--- config.mk ---
export PLATFORM = sky130hd
export DESIGN_NAME = board_ctrl_regs
export DESIGN_NICKNAME = d
export VERILOG_FILES = /design/src/rtl/board_ctrl_pkg.sv /design/src/rtl/bctl_sync.sv /design/src/rtl/bctl_rst_trig.sv /design/src/rtl/bctl_regs.sv /design/src/rtl/board_ctrl_regs.sv
export SDC_FILE = /design/constraint.sdc
export NUM_CORES = 1
export LEC_CHECK = 0
export CAP_MARGIN = 0
export CORE_MARGIN = 2
export CORE_UTILIZATION = 39
export DETAILED_ROUTE_END_ITERATION = 8
export PLACE_DENSITY = 0.89
export SYNTH_ARGS = -nofsm -noshare
export SYNTH_HDL_FRONTEND = slang
export SYNTH_HIERARCHICAL = 1
export SYNTH_SLANG_ARGS = --single-unit
--- constraint.sdc ---
create_clock -name clk_i -period 2 [get_ports clk_i]
set_clock_uncertainty 0.05 [all_clocks]
set_input_delay 0.4 -clock clk_i [delete_from_list [all_inputs] [get_ports clk_i]]
set_output_delay 0.4 -clock clk_i [all_outputs]
set_load 0.01 [all_outputs]
--- src/rtl/board_ctrl_pkg.sv ---
package board_ctrl_pkg;
  localparam int unsigned DW = 32;
  localparam logic [DW-1:0] BUILD_ID  = 32'h0927_2011;
  localparam logic [DW-1:0] RST_KEY   = 32'h0000_DEAD;

  // word indices (byte offset >> 2)
  localparam int unsigned IDX_ID   = 0;
  localparam int unsigned IDX_FREQ = 1;
  localparam int unsigned IDX_LED  = 2;
  localparam int unsigned IDX_SW   = 3;
  localparam int unsigned IDX_RST  = 4;

  typedef enum logic [2:0] {
    SEL_ID, SEL_FREQ, SEL_LED, SEL_SW, SEL_RST, SEL_NONE
  } reg_sel_e;
endpackage

--- src/rtl/bctl_sync.sv ---
module bctl_sync #(
  parameter int unsigned W      = 8,
  parameter int unsigned STAGES = 2
) (
  input  logic         clk_i,
  input  logic         rst_ni,
  input  logic [W-1:0] d_i,
  output logic [W-1:0] q_o
);
  logic [W-1:0] stg_q [STAGES];

  for (genvar s = 0; s < STAGES; s++) begin : g_stage
    always_ff @(posedge clk_i or negedge rst_ni) begin
      if (!rst_ni) stg_q[s] <= '0;
      else if (s == 0) stg_q[s] <= d_i;
      else stg_q[s] <= stg_q[(s == 0) ? 0 : s-1];
    end
  end

  assign q_o = stg_q[STAGES-1];
endmodule

--- src/rtl/bctl_rst_trig.sv ---
module bctl_rst_trig
  import board_ctrl_pkg::*;
(
  input  logic          clk_i,
  input  logic          rst_ni,
  input  logic          hit_i,
  input  logic [DW-1:0] data_i,
  output logic          req_o
);
  logic req_q;

  always_ff @(posedge clk_i or negedge rst_ni) begin
    if (!rst_ni) req_q <= 1'b0;
    else         req_q <= hit_i && (data_i == RST_KEY);
  end

  assign req_o = req_q;
endmodule

--- src/rtl/bctl_regs.sv ---
module bctl_regs
  import board_ctrl_pkg::*;
#(
  parameter int unsigned   WIN_AW = 16,
  parameter int unsigned   N_LED  = 8,
  parameter int unsigned   N_SW   = 8,
  parameter logic [DW-1:0] CLK_HZ = 32'd10_000_000
) (
  input  logic              clk_i,
  input  logic              rst_ni,
  input  logic [WIN_AW-1:0] addr_i,
  input  logic              wr_en_i,
  input  logic [DW-1:0]     wr_data_i,
  input  logic              rd_en_i,
  input  logic [N_SW-1:0]   sw_sync_i,
  output logic [DW-1:0]     rd_data_o,
  output logic [N_LED-1:0]  led_o,
  output logic              rst_hit_o
);
  localparam int unsigned WORD_AW = WIN_AW - 2;

  logic [WORD_AW-1:0] widx;
  reg_sel_e           sel;
  logic [N_LED-1:0]   led_q;
  logic [DW-1:0]      rd_mux, rd_q;

  assign widx = addr_i[WIN_AW-1:2];

  always_comb begin
    unique case (widx)
      WORD_AW'(IDX_ID):   sel = SEL_ID;
      WORD_AW'(IDX_FREQ): sel = SEL_FREQ;
      WORD_AW'(IDX_LED):  sel = SEL_LED;
      WORD_AW'(IDX_SW):   sel = SEL_SW;
      WORD_AW'(IDX_RST):  sel = SEL_RST;
      default:            sel = SEL_NONE;
    endcase
  end

  always_ff @(posedge clk_i or negedge rst_ni) begin
    if (!rst_ni) led_q <= '0;
    else if (wr_en_i && sel == SEL_LED) led_q <= wr_data_i[N_LED-1:0];
  end

  always_comb begin
    rd_mux = '0;
    case (sel)
      SEL_ID:   rd_mux = BUILD_ID;
      SEL_FREQ: rd_mux = CLK_HZ;
      SEL_LED:  rd_mux = DW'(led_q);
      SEL_SW:   rd_mux = DW'(sw_sync_i);
      default:  rd_mux = '0;
    endcase
  end

  always_ff @(posedge clk_i or negedge rst_ni) begin
    if (!rst_ni)      rd_q <= '0;
    else if (rd_en_i) rd_q <= rd_mux;
    else              rd_q <= '0;
  end

  assign rd_data_o = rd_q;
  assign led_o     = led_q;
  assign rst_hit_o = wr_en_i && sel == SEL_RST;

  // LED register follows writes to offset 0x8, holds otherwise
  assert_led_update_R4: assert property (@(posedge clk_i) disable iff (!rst_ni)
    $past(wr_en_i && addr_i[WIN_AW-1:2] == WORD_AW'(IDX_LED))
      |-> led_o == $past(wr_data_i[N_LED-1:0]));
  assert_led_hold_R8: assert property (@(posedge clk_i) disable iff (!rst_ni)
    !$past(wr_en_i && addr_i[WIN_AW-1:2] == WORD_AW'(IDX_LED)) |-> $stable(led_o));
  // no read, no data
  assert_idle_zero_R9: assert property (@(posedge clk_i) disable iff (!rst_ni)
    !$past(rd_en_i) |-> rd_data_o == '0);
  // identifier read
  assert_id_read_R2: assert property (@(posedge clk_i) disable iff (!rst_ni)
    $past(rd_en_i && addr_i[WIN_AW-1:2] == '0) |-> rd_data_o == BUILD_ID);
endmodule

--- src/rtl/board_ctrl_regs.sv ---
module board_ctrl_regs
  import board_ctrl_pkg::*;
#(
  parameter int unsigned   WIN_AW = 16,
  parameter int unsigned   N_LED  = 8,
  parameter int unsigned   N_SW   = 8,
  parameter logic [DW-1:0] CLK_HZ = 32'd10_000_000
) (
  input  logic              clk_i,
  input  logic              rst_ni,
  input  logic [WIN_AW-1:0] addr_i,
  input  logic              wr_en_i,
  input  logic [DW-1:0]     wr_data_i,
  input  logic              rd_en_i,
  output logic [DW-1:0]     rd_data_o,
  input  logic [N_SW-1:0]   sw_i,
  output logic [N_LED-1:0]  led_o,
  output logic              board_rst_req_o
);
  logic [N_SW-1:0] sw_sync;
  logic            rst_hit;

  bctl_sync #(.W(N_SW), .STAGES(2)) u_sync (
    .clk_i, .rst_ni, .d_i(sw_i), .q_o(sw_sync)
  );

  bctl_regs #(.WIN_AW(WIN_AW), .N_LED(N_LED), .N_SW(N_SW), .CLK_HZ(CLK_HZ)) u_regs (
    .clk_i, .rst_ni, .addr_i, .wr_en_i, .wr_data_i, .rd_en_i,
    .sw_sync_i(sw_sync), .rd_data_o, .led_o, .rst_hit_o(rst_hit)
  );

  bctl_rst_trig u_trig (
    .clk_i, .rst_ni, .hit_i(rst_hit), .data_i(wr_data_i), .req_o(board_rst_req_o)
  );

  // request only after a key write to the reset offset, always after one
  assert_req_cause_R7: assert property (@(posedge clk_i) disable iff (!rst_ni)
    board_rst_req_o |-> $past(wr_en_i && addr_i[WIN_AW-1:2] == 4 && wr_data_i == RST_KEY));
  assert_req_fires_R6: assert property (@(posedge clk_i) disable iff (!rst_ni)
    $past(wr_en_i && addr_i[WIN_AW-1:2] == 4 && wr_data_i == RST_KEY) |-> board_rst_req_o);
endmodule

==> summary.txt <==
Status
  • Status: completed

GRT
  • Vias in the first global route: 1,030
  • Pin count of the biggest net entering global routing: 36
  • Grt ovf: 0
  • GRT Total Usage: 14.6%
  • First-pass GRT wire length: 4840 um
  • Initial antenna violation count: 0

Final layout
  • Syn-to-layout area delta: 55.6%
  • Commonest non-fill, non-tap cells in the layout: clkdlybuf4s50_1, dfrtp_1, conb_1, mux2_2
  • Commonest non-fill, non-tap cell in the layout: clkdlybuf4s50_1
  • Finished Layout Cells: 249
  • N_diodes: 0
  • Fin nets: around 260
  • Layout cells sized above 1: 16.6%

Clock tree
  • H-tree levels: 2
  • CTS Buf Count: 5
  • TritonCTS clock tree: built
  • Clock Root Buffer: clkbuf_8
  • Clk sinks: 35
  • Worst-path clk slew: 0.07 ns
  • Worst-Skew Late Latency: 0.28 ns
  • Clock buffer depth: 2
  • Hold_buf cts: 0

Timing
  • Final Hold Vio Count: 0
  • Slew headroom: between 50% and 60%
  • Final setup violation count: 0
  • Final Max Slew Viols: 0
  • Crit path time final: 1.85 ns
  • Period utilization: 92.4%
  • Setup_tns: 0 ns
  • RSZ-0062 raised after global routing: no
  • F_max: between 0.5 and 0.6 GHz
  • Worst Max-Slew Pin Slew: 0.729 ns

Routing
  • Antenna Nets Post-Route: 0
  • Residual DRC: 0
  • DR WL/cell: roughly 14 um
  • Vias per inst: 4.51
  • Vias post-DR: ~1,100
  • Total routed wirelength: 3420 um
  • Initial DRC count: 9
  • DRT Pass-1 Iters: 3

Worst hold path
  • Hold Path Class: input pin to async pin

Place
  • Buffers on Ports: 88
  • Post-DP HPWL: 2720 um
  • Post-Place Cells: 241
  • Gpl congestion: 0.662

Die
  • Die width: between 60 and 70 um
  • Die area: 4630 um2
  • Core Footprint: 3970 um2
  • Initial Util: just over 40%
  • Die H: 68.1 um
  • Io pins: 101
  • Row Count: 23

Synthesis
  • Compound-cell area share of the yosys netlist: 2.19%
  • Post-synthesis sequential area ratio: 54.7%
  • Adder-cell share of the synthesized area: 0%
  • Distinct cells, synth: 31
  • Syn Std Cell Area: around 1600 um2
  • #FFs+latches synth: 35
  • Mux cell area share after synthesis: 8.76%
  • XOR/XNOR Fraction of Synth Area: 0%
  • Largest family of logic cells by synthesized area: simple AND/OR/NAND/NOR gates
  • Mean Syn Cell Area: 13.3 um2
  • Fraction of the mapped netlist area in simple logic gates: 19.3%
  • Synth warnings: 6
  • Synth Instances: 120

Job
  • Max-Cap Viols: 0

Worst setup path
  • Required @ worst endpoint: 2.14 ns
  • Setup CP Type: input pin to flip-flop
  • Startpoint Class: input pin
  • Setup crit end kind: flip-flop
  • CP Max Fanout: 10
  • R2r setup slk: 1.12 ns
  • Data arrival, critical path: 1.99 ns

Power
  • Leak: 1.06 nW
  • Pwr dens: ~570 nW/um2
  • Power Total: roughly 1.4 mW
  • VDD IR max: between 0.0005 and 0.0006 V
==> path summary, 6_finish.rpt <==
check                                 startpoint             endpoint  depth (start not counted)
worst min-delay path                      rst_ni      u_sync/stg_q[9]                          1
min in group clk_i              u_sync/stg_q[11]        u_sync/q_o[3]                          0
worst max register to register   u_regs/led_o[4]      u_regs/led_o[4]                          1
worst min register to register  u_sync/stg_q[11]        u_sync/q_o[3]                          0
max in group asynchronous                 rst_ni      u_regs/led_o[3]                          1
worst max-delay path                  addr_i[13]  u_regs/rd_data_o[7]                          5
==> cell families after synthesis <==
family                 after synthesis
flip-flops                          35
AND/OR/NAND/NOR                     34
buffers and inverters               33
multiplexers                        13
AO/OA/AOI/OAI                        4
other                                1
==> what timing repair did <==
action                     CTS  global route
gates resized for setup      1             1
setup endpoints to repair    1             1
setup buffers                0             0
pin swaps                    0             5
==> synthesized netlist by cell type <==
cell type / instances / area share [%]
clkbuf_1: 1 / 0.23
nand4_4: 1 / 1.3
conb_1: 1 / 0.23
nand3_1: 1 / 0.31
buf_4: 30 / 14
a21oi_1: 1 / 0.31
and4b_1: 1 / 0.63
nor4_1: 3 / 1.2
nor2_1: 2 / 0.47
nand2b_1: 1 / 0.39
nor4b_2: 1 / 0.94
a211oi_1: 2 / 0.94
nor4b_1: 1 / 0.55
mux2_1: 1 / 0.70
and4bb_2: 1 / 0.78
nor4_4: 3 / 4.0
and4bb_1: 2 / 1.6
or3_1: 1 / 0.39
nand2_1: 5 / 1.2
buf_1: 1 / 0.23
a311oi_2: 1 / 0.94
mux2_2: 7 / 4.9
nor3_1: 1 / 0.31
and3b_1: 1 / 0.55
nor3b_1: 6 / 2.8
mux2i_1: 5 / 3.1
inv_1: 1 / 0.23
dfrtp_1: 35 / 55
nor4_2: 1 / 0.78
nand4_2: 1 / 0.78
nand4_1: 1 / 0.39
==> power breakdown <==
part	leakage (nW)	switching [mW]	internal [mW]	total, mW
combinational	0.571	0.0675	0.119	0.186
sequential	0.452	0.00420	0.724	0.728
clock	0.0408	0.265	0.249	0.514
total	1.06	0.337	1.09	1.43
==> state kept, by name, indices dropped and copies added, names as in the netlist <==
signal            cells
u_regs/led_o          8
u_trig/req_o          1
u_sync/stg_q          8
u_sync/q_o            8
u_regs/rd_data_o     10
==> cell type report <==
class / instances / area (um2)
fillers: 303 / 1480
repair buffers: 94 / 921
inverters: 1 / 3.75
flip-flops and latches: 35 / 876
clock inverters: 3 / 23.8
well taps: 50 / 62.6
multi-input cells: 61 / 534
clock buffers: 5 / 68.8
==> worst max-delay path, cell delays in order <==
cell	delay, ns
clkdlybuf4s50_1	0.46
buf_4	0.17
nor4_4	0.30
nand4_2	0.32
a311oi_2	0.33
==> stage by stage <==
stage                     hold WS [ns]  worst slack (ns)  area, um2  util [%]
after CTS                        0.141            0.0403       2480      62.5
after global routing             0.182            0.0696       2490      62.7
after global placement           0.284            -0.194       2380      60.1
final                            0.121             0.152       2490      62.7
after floorplan                 0.0544             0.282       1630         -
after detailed placement         0.286            -0.316       2380      60.1
==> metal layers <==
layer	GRT usage (%)	vias up	share of wire, %
met5	0	-	0
met4	6.25	0	0.64
met3	4.11	2	6.6
met2	25.6	47	57
met1	16.6	538	36
li1	-	537	-
(Power assumes the default switching activity.)
